===== config.mk =====
export PLATFORM = sky130hd
export DESIGN_NAME = bf16_widen_unit
export DESIGN_NICKNAME = d
export VERILOG_FILES = /design/src/rtl/bfw_pkg.sv /design/src/rtl/bfw_box_check.sv /design/src/rtl/bfw_classify.sv /design/src/rtl/bfw_widen_core.sv /design/src/rtl/bf16_widen_unit.sv
export SDC_FILE = /design/constraint.sdc
export NUM_CORES = 1
export LEC_CHECK = 0
export BUFFER_PORTS_ARGS = -buffer_cell sky130_fd_sc_hd__buf_2
export CORE_MARGIN = 4
export CORE_UTILIZATION = 48
export DETAILED_ROUTE_END_ITERATION = 8
export PLACE_DENSITY = 0.95
export SKIP_CTS_REPAIR_TIMING = 1
export SYNTH_ARGS = -nofsm -noshare
export SYNTH_HDL_FRONTEND = slang
export SYNTH_HIERARCHICAL = 1
export SYNTH_SLANG_ARGS = --single-unit

===== constraint.sdc =====
create_clock -name clk -period 6 [get_ports clk]
set_input_delay 0.9 -clock clk [delete_from_list [all_inputs] [get_ports clk]]
set_output_delay 0.9 -clock clk [all_outputs]
set_load 0.005 [all_outputs]

===== src/rtl/bfw_pkg.sv =====
package bfw_pkg;
  typedef enum logic [2:0] {
    CLS_ZERO = 3'd0,
    CLS_SUB  = 3'd1,
    CLS_NORM = 3'd2,
    CLS_INF  = 3'd3,
    CLS_QNAN = 3'd4,
    CLS_SNAN = 3'd5
  } fp_class_e;

  localparam int FLAG_INVALID = 4;
  localparam int FLAG_COUNT   = 5;
endpackage


===== src/rtl/bfw_box_check.sv =====
module bfw_box_check #(
  parameter int REG_W = 64,
  parameter int EXP_W = 8,
  parameter int MAN_W = 7
) (
  input  logic [REG_W-1:0]       reg_val,
  input  logic                   bypass,
  output logic [EXP_W+MAN_W:0]   op
);
  localparam int OP_W = 1 + EXP_W + MAN_W;
  localparam logic [OP_W-1:0] QUIET_PAT =
    {1'b0, {EXP_W{1'b1}}, 1'b1, {(MAN_W-1){1'b0}}};

  logic boxed_ok;

  generate
    if (REG_W > OP_W) begin : g_wide
      assign boxed_ok = &reg_val[REG_W-1:OP_W];
    end else begin : g_flat
      assign boxed_ok = 1'b1;
    end
  endgenerate

  always_comb begin
    if (bypass || boxed_ok) op = reg_val[OP_W-1:0];
    else                    op = QUIET_PAT;
  end
endmodule


===== src/rtl/bfw_classify.sv =====
module bfw_classify #(
  parameter int EXP_W = 8,
  parameter int MAN_W = 7
) (
  input  logic [EXP_W+MAN_W:0] op,
  output bfw_pkg::fp_class_e   cls
);
  logic [EXP_W-1:0] ex;
  logic [MAN_W-1:0] fr;

  assign ex = op[EXP_W+MAN_W-1:MAN_W];
  assign fr = op[MAN_W-1:0];

  always_comb begin
    if (ex == '0)
      cls = (fr == '0) ? bfw_pkg::CLS_ZERO : bfw_pkg::CLS_SUB;
    else if (ex == '1) begin
      if (fr == '0)            cls = bfw_pkg::CLS_INF;
      else if (fr[MAN_W-1])    cls = bfw_pkg::CLS_QNAN;
      else                     cls = bfw_pkg::CLS_SNAN;
    end else
      cls = bfw_pkg::CLS_NORM;
  end
endmodule


===== src/rtl/bfw_widen_core.sv =====
module bfw_widen_core #(
  parameter int EXP_W  = 8,
  parameter int MAN_IN = 7,
  parameter int MAN_OUT = 23
) (
  input  logic [EXP_W+MAN_IN:0]  op,
  input  bfw_pkg::fp_class_e     cls,
  output logic [EXP_W+MAN_OUT:0] wide,
  output logic                   invalid
);
  localparam int PAD_W = MAN_OUT - MAN_IN;
  localparam logic [EXP_W+MAN_OUT:0] CANON =
    {1'b0, {EXP_W{1'b1}}, 1'b1, {(MAN_OUT-1){1'b0}}};

  always_comb begin
    invalid = 1'b0;
    case (cls)
      bfw_pkg::CLS_QNAN: wide = CANON;
      bfw_pkg::CLS_SNAN: begin
        wide    = CANON;
        invalid = 1'b1;
      end
      default: wide = {op, {PAD_W{1'b0}}};
    endcase
  end
endmodule


===== src/rtl/bf16_widen_unit.sv =====
module bf16_widen_unit #(
  parameter int REG_W   = 64,
  parameter int EXP_W   = 8,
  parameter int MAN_IN  = 7,
  parameter int MAN_OUT = 23
) (
  input  logic                          clk,
  input  logic                          rst,
  input  logic                          in_valid,
  input  logic                          vec_mode,
  input  logic [2:0]                    rnd_mode,
  input  logic [REG_W-1:0]              src,
  output logic                          out_valid,
  output logic [REG_W-1:0]              result,
  output logic [bfw_pkg::FLAG_COUNT-1:0] exc_flags
);
  localparam int OP_W   = 1 + EXP_W + MAN_IN;
  localparam int WIDE_W = 1 + EXP_W + MAN_OUT;
  localparam int HI_W   = REG_W - WIDE_W;
  localparam logic [WIDE_W-1:0] CANON_W =
    {1'b0, {EXP_W{1'b1}}, 1'b1, {(MAN_OUT-1){1'b0}}};

  logic [OP_W-1:0]      op;
  bfw_pkg::fp_class_e   cls;
  logic [WIDE_W-1:0]    wide;
  logic                 invalid;
  logic [REG_W-1:0]     packed_res;
  logic [bfw_pkg::FLAG_COUNT-1:0] flags_nxt;

  bfw_box_check #(.REG_W(REG_W), .EXP_W(EXP_W), .MAN_W(MAN_IN)) u_box (
    .reg_val(src), .bypass(vec_mode), .op(op)
  );

  bfw_classify #(.EXP_W(EXP_W), .MAN_W(MAN_IN)) u_cls (
    .op(op), .cls(cls)
  );

  bfw_widen_core #(.EXP_W(EXP_W), .MAN_IN(MAN_IN), .MAN_OUT(MAN_OUT)) u_core (
    .op(op), .cls(cls), .wide(wide), .invalid(invalid)
  );

  generate
    if (HI_W > 0) begin : g_box
      assign packed_res = {(vec_mode ? {HI_W{1'b0}} : {HI_W{1'b1}}), wide};
    end else begin : g_nobox
      assign packed_res = wide[REG_W-1:0];
    end
  endgenerate

  always_comb begin
    flags_nxt = '0;
    flags_nxt[bfw_pkg::FLAG_INVALID] = invalid;
  end

  always_ff @(posedge clk) begin
    if (rst) begin
      out_valid <= 1'b0;
      result    <= '0;
      exc_flags <= '0;
    end else begin
      out_valid <= in_valid;
      if (in_valid) begin
        result    <= packed_res;
        exc_flags <= flags_nxt;
      end
    end
  end

  // one-cycle handshake
  assert_latency_R1: assert property (@(posedge clk) disable iff (rst)
    in_valid |=> out_valid);
  assert_idle_R1: assert property (@(posedge clk) disable iff (rst)
    !in_valid |=> !out_valid);
  // exact conversion never raises the other flags
  assert_exact_flags_R6: assert property (@(posedge clk) disable iff (rst)
    out_valid |-> (exc_flags[3:0] == 4'b0000));
  // any NaN on the output is canonical
  assert_nan_canon_R4: assert property (@(posedge clk) disable iff (rst)
    (out_valid && result[WIDE_W-2 -: EXP_W] == '1 && result[MAN_OUT-1:0] != '0)
      |-> (result[WIDE_W-1:0] == CANON_W));
  // invalid only goes with the NaN result
  assert_invalid_nan_R5: assert property (@(posedge clk) disable iff (rst)
    (out_valid && exc_flags[bfw_pkg::FLAG_INVALID]) |-> (result[WIDE_W-1:0] == CANON_W));
  // upper half depends on mode
  assert_scalar_box_R7: assert property (@(posedge clk) disable iff (rst)
    (in_valid && !vec_mode) |=> (result[REG_W-1:WIDE_W] == '1));
  assert_vec_clear_R9: assert property (@(posedge clk) disable iff (rst)
    (in_valid && vec_mode) |=> (result[REG_W-1:WIDE_W] == '0));
  // changing only the rounding mode leaves the output unchanged
  assert_rm_ignored_R10: assert property (@(posedge clk) disable iff (rst)
    (in_valid && $past(in_valid) && $stable(src) && $stable(vec_mode) && !$stable(rnd_mode))
      |=> ($stable(result) && $stable(exc_flags)));
  // hold while idle
  assert_hold_R11: assert property (@(posedge clk) disable iff (rst)
    !in_valid |=> ($stable(result) && $stable(exc_flags)));
endmodule


Word-level counts from Yosys, hierarchy flattened
Cells that the tools add are included.
Widths: inputs -> output; s select.
{"block": "totals", "ff_bits": 66, "inputBits": 71, "word_cells": 20}
{"block": "op_classes", "eq_ne": 3, "n_mux": 9, "n_reduce_logical": 5}
{"operator": "$mux 32", "count": 2}
{"operator": "$reduce_and 48->1", "count": 1}
{"operator": "$mux 16", "count": 1}
{"operator": "$mux 3", "count": 3}
{"operator": "$eq 8x8->1 const B", "count": 1}
{"operator": "$logic_not 8->1", "count": 1}
{"operator": "$logic_not 7->1", "count": 1}
{"operator": "$eq 3x3->1 const B", "count": 2}
{"operator": "$mux 1", "count": 3}
{"operator": "$reduce_or 2->1", "count": 1}
{"operator": "$logic_or 1x1->1", "count": 1}

Depth between registers and ports, before layout
{"block": "depth", "depth_word": 10, "mapped_depth": 13, "depth_no_buf": 10}

Modules after synthesis
Netlist, hierarchy kept.
{"module": "bf16_widen_unit", "instances": 1, "cells_each": 148, "area_each_um2": 1532.7, "seq_area_each_um2": 700.7}
{"module": "bfw_box_check", "instances": 1, "cells_each": 61, "area_each_um2": 414.1, "seq_area_each_um2": 0.0}
{"module": "bfw_widen_core", "instances": 1, "cells_each": 37, "area_each_um2": 259.0, "seq_area_each_um2": 0.0}
{"module": "bfw_classify", "instances": 1, "cells_each": 11, "area_each_um2": 102.6, "seq_area_each_um2": 0.0}

Worst setup path after synthesis
Ideal clock, no wire load.
{"block": "synth_path", "path_kind": "in2reg", "from": "in src[52]", "to": "reg result[16]", "arrival_ns": 3.404, "t_required_ns": 5.872, "slack_ns": 2.469, "cell_stages": 13, "cell_sequence": "nand4_1 -> or4_1 -> clkbuf_2 -> buf_6 -> o41ai_1 -> nor4_4 -> a211oi_2 -> a21oi_2 -> nand2b_4 -> buf_6 -> and2_1 -> mux2i_1 -> nor2_1"}
{"block": "synth_between", "elab_chain_cells": 10}
{"element": "start, declared", "line_no": "bf16_widen_unit.sv:12", "rtl": "input logic [REG_W-1:0] src,"}
{"element": "$reduce_and 48->1 *", "line_no": "bfw_box_check.sv:18", "rtl": "assign boxed_ok = &reg_val[REG_W-1:OP_W];"}
{"element": "$logic_or 1x1->1 *", "line_no": "bfw_box_check.sv:25", "rtl": "if (bypass || boxed_ok) op = reg_val[OP_W-1:0];"}
{"element": "$mux 16 *", "line_no": "bfw_box_check.sv:25"}
{"element": "via op[2]", "line_no": "bf16_widen_unit.sv:23", "rtl": "logic [OP_W-1:0] op;"}
{"element": "$logic_not 7->1 *", "line_no": "bfw_classify.sv:18", "rtl": "if (fr == '0) cls = bfw_pkg::CLS_INF;"}
{"element": "$mux 3 *", "line_no": "bfw_classify.sv:18"}
{"element": "$mux 3 *", "line_no": "bfw_classify.sv:17", "rtl": "else if (ex == '1) begin"}
{"element": "$mux 3 *", "line_no": "bfw_classify.sv:15", "rtl": "if (ex == '0)"}
{"element": "via cls[2]", "line_no": "bf16_widen_unit.sv:24", "rtl": "bfw_pkg::fp_class_e cls;"}
{"element": "$eq 3x3->1", "line_no": "bfw_widen_core.sv:17", "rtl": "case (cls)"}
{"element": "$reduce_or 2->1 (no source line) *"}
{"element": "$mux 32 *", "line_no": "bfw_widen_core.sv:17"}
{"element": "via packed_res[16]", "line_no": "bf16_widen_unit.sv:27", "rtl": "logic [REG_W-1:0] packed_res;"}
{"element": "end signal, assigned", "line_no": "bf16_widen_unit.sv:63", "rtl": "result <= packed_res;"}
{"element": "end, declared", "line_no": "bf16_widen_unit.sv:14", "rtl": "output logic [REG_W-1:0] result,"}
The timed path passes the listed nets; every way through them passes the cells marked *.
A chain may end at the register's enable or synchronous reset.

Worst setup path in the final report
{"block": "layout_path", "from": "in src[52]", "to": "reg result[19]"}
The elaborated chain is that of the path after synthesis.

==> flow_summary.ini <==
[status]
outcome = finished clean

[drt]
drtIter0Drc = 131
dr.pass1.iters = 6
ant_nets = 0
vias = 1979
drc = 0
viasPerCell = 4.94
finalWirelength_um = 5580
wl_per_cell_um = 13.9

[grt]
grt_antenna_before_repair = 0
grt_max_degree = 37
grt_pass1_vias = 1848
track_usage = 0.175
grt_first_pass_wirelength_um = 8650
gr-total-overflow = 0

[logic_synthesis]
async_flop_share = 0
yosysSeqAreaShare = 0.304
synth_seq_cells = 35
synth_top_flop_cell = dfxtp_1
avgSynthCellArea_um2 = 8.98
ys_warn_count = 6
netlist_area_um2 = 2310
syn_inst = 257
synth_cell_types = 28
synth_edf_count = 0

[finish]
areaGrowthSynthToFinish_pct = 17.0
antenna_cells = 0
layout_common_cells = buf_2 (133), nor2_1 (35), dfxtp_1 (35)
drive_gt1_frac = 0.441
final_common_cell = buf_2
fin_nets = 419

[worst_hold_path]
hp-class = flip-flop to flip-flop
hold_depth = 2

[sta]
min_period_ns = 3.62
skew_ns = 0
finalHoldViolations = 0
max_freq_mhz = 276
rsz0062_at_grt = false
hold-worst-slack_ns = 0.488
slew_violations = 0
tightest_slew_ns = 0.991
relSlewSlack = 0.339
setup_tns_ns = 0
setup_viol = 0
min_period_over_period = 0.603

[clocking]
cts_tree = done
clockBufferDepth = 2
h-tree-depth = 2
ctsRootBufferMaster = clkbuf_8
numCtsBuffers = 5
cts_sinks = 35
clkTransAtPathRegs_ns = 0.08
insertion_delay_ns = 0.28

[worst_setup_path]
path_depth = 11
crit_slowest_cell = or4_1
cp-end-kind = flip-flop
reg2regPathDepth = 2
arrival_ns = 3.78
critPathLaunchType = primary input
cp.required_ns = 6.15
critPathTopFamily = simple AND/OR/NAND/NOR gates
crit_path_max_incr_delay_ns = 0.81
worstPathCellList = buf_2, nand4_1, or4_1, o41ai_1, nor4_4, a211oi_2, a21oi_2, nand2b_4, and2_1, mux2i_1, nor2_1
crit_type = primary input to flip-flop
crit_fanout = 17
path_buf_inv = 1

[pwr]
worst_ir_drop_vdd_uv = 193
p_total_mw = 0.579
leakage_nw = 1.44
p_per_area_nw_per_um2 = 214

[floorplanning]
die_h_um = 77.4
start_util = 0.513
fp.coreArea_um2 = 4500
io_pins = 141
die-area_um2 = 5980
die_w_um = 77.4
rows = 24

[placement]
place.gp.congestion = 0.838
hpwl_um = 4340
io_buffers = 133

[job]
maxCapViolCount = 0
## stage by stage
step | util | area (um^2) | setup WS, ns | std cells
global route | 0.600 | 2700 | 2.27 | 401
CTS | 0.600 | 2700 | 2.41 | 401
finish | 0.600 | 2700 | 2.38 | 401
floorplan | - | 2380 | 2.47 | 275
detailed placement | 0.574 | 2590 | 2.12 | 393
global placement | 0.574 | 2590 | 2.22 | 393
## final cells by class
type / instances / area [um^2]
Clock buffer: 5 / 68.8
Clock inverter: 3 / 46.3
Fill cell: 402 / 1800
Inverter: 8 / 30.0
Multi-Input combinational cell: 165 / 1120
Sequential cell: 35 / 701
Tap cell: 52 / 65.1
Timing Repair Buffer: 133 / 666
## sequential cells by signal, indices dropped and copies added, names as in the netlist
name,cells
result,33
exc_flags,1
out_valid,1
## worst reg2reg max path, delay by kind of cell, from the launching register on
kind,cells,cell delay [ns]
AND/OR/NAND/NOR,1,0.11
AO/OA/AOI/OAI,1,0.16
flip-flops,1,0.77
## cells in the mapped netlist, types with 2 or more instances
library cell,n,share of area
nor3_1,2,0.0043
nor2_1,35,0.057
o41a_2,6,0.033
conb_1,2,0.0033
buf_4,51,0.17
or4_1,3,0.0098
nor4_2,2,0.011
buf_6,3,0.015
clkbuf_1,5,0.0081
o41ai_1,7,0.027
nand4_1,14,0.038
inv_1,8,0.013
buf_2,4,0.0087
nand2b_1,16,0.043
mux2i_1,33,0.14
dfxtp_1,35,0.30
a211oi_2,2,0.011
and2_1,7,0.019
o41a_1,3,0.015
nand2_1,8,0.013
buf_12,3,0.026
or2b_1,2,0.0065
## path summary, 6_finish.rpt
kind / from / endpoint / slack [ns]
setup / recovery: src[52] / result[19]$_SDFFE_PP0P_ / 2.38
hold / removal: result[4]$_SDFFE_PP0P_ / result[4]$_SDFFE_PP0P_ / 0.49
setup reg to reg: result[62]$_SDFFE_PP0P_ / result[62]$_SDFFE_PP0P_ / 4.88
hold reg to reg: result[4]$_SDFFE_PP0P_ / result[4]$_SDFFE_PP0P_ / 0.49
## power breakdown
| group | internal, mW | switching, mW |
|---|---|---|
| logic | 0.0579 | 0.0529 |
| registers | 0.246 | 0.00826 |
| clock network | 0.125 | 0.0893 |
## cell families (layout without fill, tap and decap cells)
logic type             after synthesis  count (layout)  synth area share
AOI/OAI and AO/OA                   20              20            0.0921
muxes                               33              33             0.143
DFF                                 35              35             0.304
and+or+nand+nor                     92              92             0.220
other                                2              20           0.00325
buffers and inverters               75             149             0.238
## per-layer routing
| metal | routed length, um | track usage | part of all wire | up-vias |
|---|---|---|---|---|
| li1 | - | - | - | 990 |
| met1 | 2400 | 0.207 | 0.43 | 889 |
| met2 | 2740 | 0.307 | 0.49 | 90 |
| met3 | 339 | 0.0394 | 0.061 | 10 |
| met4 | 104 | 0.0694 | 0.019 | 0 |
| met5 | 0 | 0 | 0 | - |
No activity file was read; power rests on OpenSTA's default activity.
